**config.mk**
```make
export PLATFORM = sky130hd
export DESIGN_NAME = branch_resolver
export DESIGN_NICKNAME = d
export VERILOG_FILES = /design/src/rtl/brres_pkg.sv /design/src/rtl/brres_cond_eval.sv /design/src/rtl/brres_target_gen.sv /design/src/rtl/branch_resolver.sv
export SDC_FILE = /design/constraint.sdc
export NUM_CORES = 1
export LEC_CHECK = 0
export CORE_ASPECT_RATIO = 1.4
export CORE_MARGIN = 5
export CORE_UTILIZATION = 45
export CTS_CLUSTER_SIZE = 24
export DETAILED_ROUTE_END_ITERATION = 7
export MAX_ROUTING_LAYER = met4
export PLACE_DENSITY_LB_ADDON = 0.05
export SYNTH_ARGS = -nofsm -noshare
export SYNTH_HDL_FRONTEND = slang
export SYNTH_SLANG_ARGS = --single-unit
```
**constraint.sdc**
```tcl
create_clock -name clk -period 0.8 [get_ports clk]
set_input_delay 0.16 -clock clk [delete_from_list [all_inputs] [get_ports clk]]
set_output_delay 0.16 -clock clk [all_outputs]
set_load 0.02 [all_outputs]
```
**src/rtl/brres_pkg.sv**
```systemverilog
package brres_pkg;

  localparam int COND_W   = 4;
  localparam int NUM_BASE = 2 ** (COND_W - 1);

  // base relation index = cond_code[3:1]; cond_code[0] inverts it
  typedef enum logic [COND_W-2:0] {
    BASE_OVF    = 3'd0,
    BASE_CARRY  = 3'd1,
    BASE_ZERO   = 3'd2,
    BASE_ULE    = 3'd3,
    BASE_SIGN   = 3'd4,
    BASE_SLT    = 3'd5,
    BASE_SLE    = 3'd6,
    BASE_ALWAYS = 3'd7
  } base_sel_t;

  typedef struct packed {
    logic cf;
    logic zf;
    logic sf;
    logic of;
  } flags_t;

  function automatic logic base_relation(base_sel_t sel, flags_t f);
    logic lt_signed;
    lt_signed = f.sf ^ f.of;
    case (sel)
      BASE_OVF:    return f.of;
      BASE_CARRY:  return f.cf;
      BASE_ZERO:   return f.zf;
      BASE_ULE:    return f.cf | f.zf;
      BASE_SIGN:   return f.sf;
      BASE_SLT:    return lt_signed;
      BASE_SLE:    return f.zf | lt_signed;
      default:     return 1'b1;
    endcase
  endfunction

endpackage

```
**src/rtl/brres_cond_eval.sv**
```systemverilog
module brres_cond_eval
  import brres_pkg::*;
(
  input  flags_t              flags,
  input  logic [COND_W-1:0]   code,
  output logic                base_hit,
  output logic                invert,
  output logic                taken
);

  logic [NUM_BASE-1:0] hit_vec;

  generate
    for (genvar g = 0; g < NUM_BASE; g++) begin : g_base
      assign hit_vec[g] = base_relation(base_sel_t'((COND_W-1)'(g)), flags);
    end
  endgenerate

  assign base_hit = hit_vec[code[COND_W-1:1]];
  assign invert   = code[0];
  assign taken    = base_hit ^ invert;

  // the unconditional pair must not depend on flags
  always_comb begin
    if (code == {COND_W{1'b1}}) begin
      assert_never_R10: assert (taken == 1'b0);
    end
  end

endmodule

```
**src/rtl/brres_target_gen.sv**
```systemverilog
module brres_target_gen #(
  parameter int ADDR_W = 32,
  parameter int DISP_W = 8
) (
  input  logic [ADDR_W-1:0] base_pc,
  input  logic [DISP_W-1:0] disp,
  output logic [ADDR_W-1:0] jump_pc
);

  localparam int EXT_W = ADDR_W - DISP_W;

  function automatic logic [ADDR_W-1:0] sext_disp(logic [DISP_W-1:0] d);
    return {{EXT_W{d[DISP_W-1]}}, d};
  endfunction

  function automatic logic [ADDR_W-1:0] wrap_add(logic [ADDR_W-1:0] a,
                                                 logic [ADDR_W-1:0] b);
    return a + b;
  endfunction

  assign jump_pc = wrap_add(base_pc, sext_disp(disp));

endmodule

```
**src/rtl/branch_resolver.sv**
```systemverilog
module branch_resolver
  import brres_pkg::*;
#(
  parameter int ADDR_W = 32,
  parameter int DISP_W = 8
) (
  input  logic              clk,
  input  logic              rst_n,
  input  logic              in_valid,
  input  logic [3:0]        cond_code,
  input  logic              flag_cf,
  input  logic              flag_zf,
  input  logic              flag_sf,
  input  logic              flag_of,
  input  logic [ADDR_W-1:0] next_pc,
  input  logic [DISP_W-1:0] disp,
  output logic              out_valid,
  output logic              out_taken,
  output logic [ADDR_W-1:0] out_pc
);

  localparam int EXT_W = ADDR_W - DISP_W;

  flags_t            cur_flags;
  logic              base_hit;
  logic              invert;
  logic              taken_c;
  logic [ADDR_W-1:0] jump_pc;
  logic [ADDR_W-1:0] fetch_pc;

  assign cur_flags = '{cf: flag_cf, zf: flag_zf, sf: flag_sf, of: flag_of};

  brres_cond_eval u_eval (
    .flags    (cur_flags),
    .code     (cond_code),
    .base_hit (base_hit),
    .invert   (invert),
    .taken    (taken_c)
  );

  brres_target_gen #(.ADDR_W(ADDR_W), .DISP_W(DISP_W)) u_tgt (
    .base_pc (next_pc),
    .disp    (disp),
    .jump_pc (jump_pc)
  );

  assign fetch_pc = taken_c ? jump_pc : next_pc;

  always_ff @(posedge clk or negedge rst_n) begin
    if (!rst_n) begin
      out_valid <= 1'b0;
      out_taken <= 1'b0;
      out_pc    <= '0;
    end else begin
      out_valid <= in_valid;
      if (in_valid) begin
        out_taken <= taken_c;
        out_pc    <= fetch_pc;
      end
    end
  end

  assert_valid_follows_R2: assert property (@(posedge clk) disable iff (!rst_n)
    out_valid == $past(in_valid));

  assert_idle_hold_R14: assert property (@(posedge clk) disable iff (!rst_n)
    !in_valid |=> ($stable(out_pc) && $stable(out_taken)));

  assert_fallthrough_R13: assert property (@(posedge clk) disable iff (!rst_n)
    in_valid && !taken_c |=> out_pc == $past(next_pc));

  assert_jump_target_R12: assert property (@(posedge clk) disable iff (!rst_n)
    in_valid && taken_c |=>
      (out_pc - $past(next_pc)) == {{EXT_W{$past(disp[DISP_W-1])}}, $past(disp)});

  assert_ovf_code_R3: assert property (@(posedge clk) disable iff (!rst_n)
    in_valid && cond_code == 4'd0 |=> out_taken == $past(flag_of));

  assert_always_code_R10: assert property (@(posedge clk) disable iff (!rst_n)
    in_valid && cond_code == 4'd14 |=> out_taken);

endmodule

```
==> results of run 1 <==
==> worst max path at each step <==
stage | endpoint | cells past startpoint
after global routing | out_pc[28]$_DFFE_PN0P_ | 11
final | out_pc[28]$_DFFE_PN0P_ | 11
after detailed placement | out_pc[26]$_DFFE_PN0P_ | 12
after global placement | out_pc[26]$_DFFE_PN0P_ | 12
after CTS | out_pc[26]$_DFFE_PN0P_ | 12
after floorplan | out_pc[26]$_DFFE_PN0P_ | 10
==> per-layer routing <==
layer | up-vias | GRT usage [%] | share of wire [%]
met5 | - | - | 0
met4 | 0 | 20.0 | 9.6
met2 | 326 | 58.8 | 50
li1 | 1864 | - | -
met1 | 2104 | 33.0 | 32
met3 | 138 | 4.34 | 7.9
==> critical path, cell delays in order <==
cell             delay [ps]
clkdlybuf4s15_1         240
ha_4                    300
nand2_1                  90
or3_1                   330
o32a_1                  340
o311ai_2                240
o211ai_2                200
nor3_1                  330
o31ai_1                 140
mux2i_1                 170
a2bb2oi_1               170
==> where the power goes <==
part | leakage [nW] | switching (mW) | internal [mW]
Sequential | 0.389 | 0.266 | 2.05
Clock | 0.0482 | 0.776 | 0.697
Combinational | 2.42 | 3.10 | 3.25
Total | 2.86 | 4.15 | 6.01
==> sequential cells by signal, indices dropped and copies added (netlist names) <==
register   flops
out_valid      1
out_taken      1
out_pc        32
==> layout make-up <==
cell class	instances	share of cell area, %
multi-input cells	322	47.3
repair buffers	241	35.3
flip-flops and latches	34	13.6
well taps	95	1.90
clock buffers	7	1.38
inverters	5	0.380
clock inverters	1	0.0800
==> cells in the final DEF (no fill, tap or decap), types with 4 or more instances in the layout <==
cell / n
buf_4: 130
buf_6: 50
nor2_1: 35
dfrtp_1: 34
a21oi_1: 30
mux2i_1: 21
ha_4: 20
nand2_1: 16
a21o_1: 15
clkdlybuf4s50_1: 13
a21oi_2: 12
buf_2: 12
ha_1: 11
xnor2_1: 10
o21ai_0: 9
nand3_1: 9
buf_12: 9
o21ai_2: 8
o21ai_1: 8
nor2b_1: 8
xor2_1: 7
nand2_2: 6
a31oi_1: 6
clkbuf_8: 6
dlygate4sd2_1: 6
buf_8: 6
nand4_1: 5
clkdlybuf4s15_1: 5
a21oi_4: 4
nand3_2: 4
nand2b_1: 4
xnor2_2: 4
nor2_4: 4
o211ai_1: 4
clkbuf_2: 4
==> kinds of logic (layout without fill, tap and decap cells) <==
group | Yosys count | count (layout) | synth area share (%)
compound gates | 127 | 127 | 25.4
simple gates | 114 | 114 | 16.9
flops | 34 | 34 | 26.7
fa+ha+maj | 32 | 32 | 12.8
mux | 25 | 25 | 7.98
xor+xnor | 24 | 24 | 6.61
buf+inv | 21 | 254 | 3.46
==> stage by stage <==
stage | total power, mW | setup WS [ps] | area (um2) | hold WS (ps)
4_1_cts | 9.23 | -1610 | 5950 | 203
3_3_place_gp | 6.83 | -2300 | 5210 | 140
2_1_floorplan | 4.67 | -1510 | 3410 | -136
5_1_grt | 10.5 | -1690 | 6250 | 213
6_report | 10.2 | -1670 | 6250 | 196
3_5_place_dp | 6.93 | -2400 | 5210 | 145
==> timing repair <==
| action | CTS | global route |
|---|---|---|
| hold buffers | 1 | 0 |
| pin swaps | 69 | 53 |
| gates resized for setup | 380 | 64 |
| setup endpoints to repair | 67 | 67 |
| setup buffers | 25 | 18 |
| cloned | 3 | 0 |
| hold endpoints to repair | 34 | 0 |
==> out/qor.txt, run 1 <==
Worst Setup SP: next_pc[10]
H-tree depth: 2
Net count after synthesis: 460
Fmax: 405 MHz
Top_reg_cell synth: dfrtp_1
Min cycle time layout: 2470 ps
DRT iter0 DRCs: 426
WL/cell: 24.2 um
Hold endpoint: out_pc[6]$_DFFE_PN0P_
Die Ht: 109 um
Slew HR: 73.2%
# diodes: 0
TritonCTS Sinks: 34
Setup slack, reg-to-reg: -220 ps
HP Start: next_pc[6]
Reg-to-reg critical path startpoint: out_pc[23]$_DFFE_PN0P_
Fin cells: 705
HP Class: in2reg
Synth unique cells: 58
Largest net degree at the start of global routing: 35
Gr ovfl total: 0
Commonest cells in the netlist: a21oi_1 (46), nor2_1 (42), dfrtp_1 (34)
Row count: 36
Vias in the first global route: 4,351
Final setup TNS: -48,110 ps
Port bufs: 84
EDFF count, synth: 0
Core area: 0.00694 mm2
Worst-margin pin slew: 402 ps
Final net count: 692
Status: finished, violations left
Multi-input gate area: 0.00296 mm2
CP Data Required Time: 1040 ps
CTS Buf Count: 5
RSZ-0062 raised after global routing: yes
Finish-stage setup viols: 67
Gp weighted congestion: 0.925
Synth Area per Inst: 8.44 um2
Total Wirelength: 17.1 mm
Longest Clk Path Bufs: 2
Clock skew: 0 ps
Top Ports: 85
DR DRC count: 0
Worst-path maximum fanout: 4
Final period util: 308%
Power per cell area: 1620 mW/mm2
Post-route setup slack: -1670 ps
Fill count: 310
Cell Area, Synth: 0.00318 mm2
Die area: 0.00888 mm2
Synth warn: 0
P_leak: 2.86 nW
Initial antenna violation count: 0
R2r endpoint: out_pc[23]$_DFFE_PN0P_
Final hold violations: 0
Hold Path Stages: 3
Async SR Flop Fraction: 100%
Register area share after synthesis: 26.7%
DPL Wire Length: 8.45 mm
CP Data Arrival Time: 2710 ps
Maximum VDD drop: 1350 uV
Worst reg-to-reg path cell count: 4
Max Cap Viol: 0
FF+latch area: 851 um2
Crit path kind: in2reg
Top-area cell type share of the netlist area: 26.7%
P&R area growth vs syn: 96.5%
Global-route wire length before repair: 21.3 mm
Starting density of the core: 45.9%
Root buf cell: clkbuf_8
Top-count cell post-synth: a21oi_1
TritonCTS clock tree: yes
Share of post-route cells with drive strength above 1: 53.3%
Mapped Cells: 377
First-pass DRT Iterations: 8
Kind of end point of the critical path: register
Clock-pin slew on the worst setup and hold paths: 80 ps
Final Max Slew Viols: 0
Total track usage: 32.7%
Main area contributors after synthesis: dfrtp_1 (27%), ha_1 (12%), a21oi_1 (7.2%), mux2i_1 (6.9%), nor2_1 (5.0%)
Placed Instances: 655
Area leader, netlist: dfrtp_1
CP Launch Type: input port
Post-Route Utilization: 90.1%
Clock latency on the worst-skew pair: 310 ps
Antenna Nets Post-Route: 0
Vias per cell: 6.29
Synth Register Bits: 34
Die X: 81.1 um
DR vias: 4,432
Failing checks: setup timing
Power figures use the tool's default switching activity.
==> run 2, diff against run 1 <==
--- a/config.mk
+++ b/config.mk
@@ -5,6 +5,7 @@
 export SDC_FILE = /design/constraint.sdc
 export NUM_CORES = 1
 export LEC_CHECK = 0
+export CAP_MARGIN = 20
 export CORE_ASPECT_RATIO = 1.4
 export CORE_MARGIN = 5
 export CORE_UTILIZATION = 45
==> results of run 2 <==
Final layout, timing and power as in run 1 (identical DEF).
==> run 3, diff against run 2 <==
--- a/config.mk
+++ b/config.mk
@@ -9,6 +9,7 @@
 export CORE_ASPECT_RATIO = 1.4
 export CORE_MARGIN = 5
 export CORE_UTILIZATION = 45
+export CTS_BUF_LIST = sky130_fd_sc_hd__clkbuf_16
 export CTS_CLUSTER_SIZE = 24
 export DETAILED_ROUTE_END_ITERATION = 7
 export MAX_ROUTING_LAYER = met4
==> run 3 against run 2 <==
Against the previous run:
- the flow still finishes with violations (setup timing)
- clock-buffer cell count is 2 lower
- largest power group unchanged
- via count is 21% higher
- maximum frequency is 12% lower
==> out/qor.txt, run 3 (synthesis results as in run 1) <==
Die area: 0.00888 mm2 (unchanged)
Slew HR: 39.8% (-33 points)
CP Launch Type: input port
TritonCTS Sinks: 34 (unchanged)
# diodes: 0 (unchanged)
Final net count: 712 (+2.9%)
Gr ovfl total: 0 (unchanged)
Final setup TNS: -54,420 ps (-6310 ps)
Fill count: 137 (-56%)
Most common cell after layout, fill and taps aside: buf_4
Largest register FFs: 32 (unchanged)
Clock latency on the worst-skew pair: 290 ps (-20 ps)
Total track usage: 35.1% (+2.4 points)
HP Class: in2reg
Root buf cell: clkbuf_16
DRT iter0 DRCs: 1,029 (+140%)
Min cycle time layout: 2820 ps (+348 ps)
Fmax: 355 MHz (-12%)
Vias in the first global route: 4,605 (+5.8%)
Status: finished, violations left
Share of post-route cells with drive strength above 1: 57.1% (+3.9 points)
Row count: 36 (unchanged)
Largest Register: out_pc
Initial antenna violation count: 0 (unchanged)
P_leak: 3.07 nW (+7.1%)
Core area: 0.00694 mm2 (unchanged)
WL/cell: 31.8 um (+31%)
Final hold violations: 0 (unchanged)
Clock skew: 0 ps (unchanged)
Commonest cells after routing, fill and taps aside: buf_4 (138), buf_6 (59), dfrtp_1 (34)
Global-route wire length before repair: 22.9 mm (+7.4%)
DR vias: 5,349 (+21%)
Die X: 81.1 um (unchanged)
Pwr Total: 11.8 mW (+16%)
Largest net degree at the start of global routing: 35 (unchanged)
Vias per cell: 7.38 (+17%)
Port bufs: 84 (unchanged)
Final Max Slew Viols: 0 (unchanged)
Finish-stage setup viols: 67 (unchanged)
Clock-pin slew on the worst setup and hold paths: 60 ps (-20 ps)
CTS Buf Count: 5 (unchanged)
Antenna Nets Post-Route: 0 (unchanged)
Fin cells: 725 (+2.8%)
Crit path kind: in2reg
Setup slack, reg-to-reg: -800 ps (-580 ps)
H-tree depth: 2 (unchanged)
Power per cell area: 1760 mW/mm2 (+8.6%)
Die Ht: 109 um (unchanged)
Kind of end point of the critical path: register
Starting density of the core: 45.9% (unchanged)
TritonCTS clock tree: yes
Gp weighted congestion: 0.925 (unchanged)
Total Wirelength: 23.0 mm (+35%)
DR DRC count: 0 (unchanged)
CP Data Required Time: 990 ps (-50 ps)
P&R area growth vs syn: 110%
Placed Instances: 655 (unchanged)
Maximum VDD drop: 1270 uV (-5.8%)
Final period util: 352% (+44 points)
First-pass DRT Iterations: 7 (-1)
RSZ-0062 raised after global routing: yes
Top Ports: 85 (unchanged)
Worst-path maximum fanout: 5 (+1)
CP Data Arrival Time: 3010 ps (+300 ps)
Post-route setup slack: -2020 ps (-348 ps)
Worst-margin pin slew: 898 ps (+496 ps)
DPL Wire Length: 8.45 mm (unchanged)
Top Registers: out_pc (32), out_taken (1), out_valid (1)
Longest Clk Path Bufs: 2 (unchanged)
Max Cap Viol: 0 (unchanged)
Failing checks: setup timing
Post-Route Utilization: 96.3% (+6.2 points)
==> run 3: changes by cell type in the layout (fill, tap and decap cells not counted), sizes merged <==
cell           change
clkinv             +1
clkdlybuf4s50      -3
clkdlybuf4s15      -3
buf               +20
dlygate4sd2        +3
inv                +1
dlymetal6s2s       +1
==> run 3: worst paths after layout <==
check / from / end / depth (start not counted)
max in group asynchronous: rst_n / out_pc[19]$_DFFE_PN0P_ / 3
max: disp[7] / out_pc[24]$_DFFE_PN0P_ / 13
min: next_pc[4] / out_pc[4]$_DFFE_PN0P_ / 3
min in group asynchronous: rst_n / out_pc[6]$_DFFE_PN0P_ / 3
min reg2reg: out_pc[4]$_DFFE_PN0P_ / out_pc[4]$_DFFE_PN0P_ / 2
max reg2reg: out_pc[21]$_DFFE_PN0P_ / out_pc[21]$_DFFE_PN0P_ / 3
==> run 3: power by group <==
group          internal [mW]  switching [mW]  total, mW
Sequential              2.06           0.339       2.40
Clock                   1.13           0.820       1.95
Combinational           3.62            3.81       7.43
Total                   6.81            4.97       11.8
==> run 3: routing by layer <==
metal	global-route usage [%]	part of all wire (%)
met5	-	0
met1	33.5	28
met2	63.0	45
met3	6.89	13
met4	22.9	15
==> run 3: cell type report <==
type	instances	area [um2]	share of cell area [%]
Clock inverter	3	12.5	0.187
Sequential cell	34	851	12.7
Timing Repair Buffer	261	2430	36.4
Multi-Input combinational cell	322	3120	46.7
Clock buffer	5	125	1.87
Tap cell	95	119	1.78
Inverter	5	23.8	0.356
==> run 3: what timing repair did <==
| item | in CTS | in global routing |
|---|---|---|
| cloned | 3 | 0 |
| buffers inserted | 38 | 30 |
| hold buffers | 1 | 0 |
| gates resized for setup | 392 | 99 |
| endpoints found under the setup margin | 67 | 67 |
| pin swaps | 79 | 60 |
| endpoints found under the hold margin | 34 | 0 |
==> run 3: critical path, stage by stage <==
cell and delay [ps]:
buf_12 100, buf_12 140, ha_4 280, nand2_1 100
or3_1 350, o32a_1 400, o311ai_2 290, o211ai_2 240
o21ai_4 320, buf_4 170, a21oi_2 60, xor2_1 160
o21ai_1 200
==> run 3: through the flow <==
stage,setup WS (ps),hold slack [ps],cell area (um2)
3_5_place_dp,-2400,145,5210
6_report,-2020,168,6680
4_1_cts,-1630,200,6120
5_1_grt,-2160,226,6680
2_1_floorplan,-1510,-136,3410
3_3_place_gp,-2300,140,5210
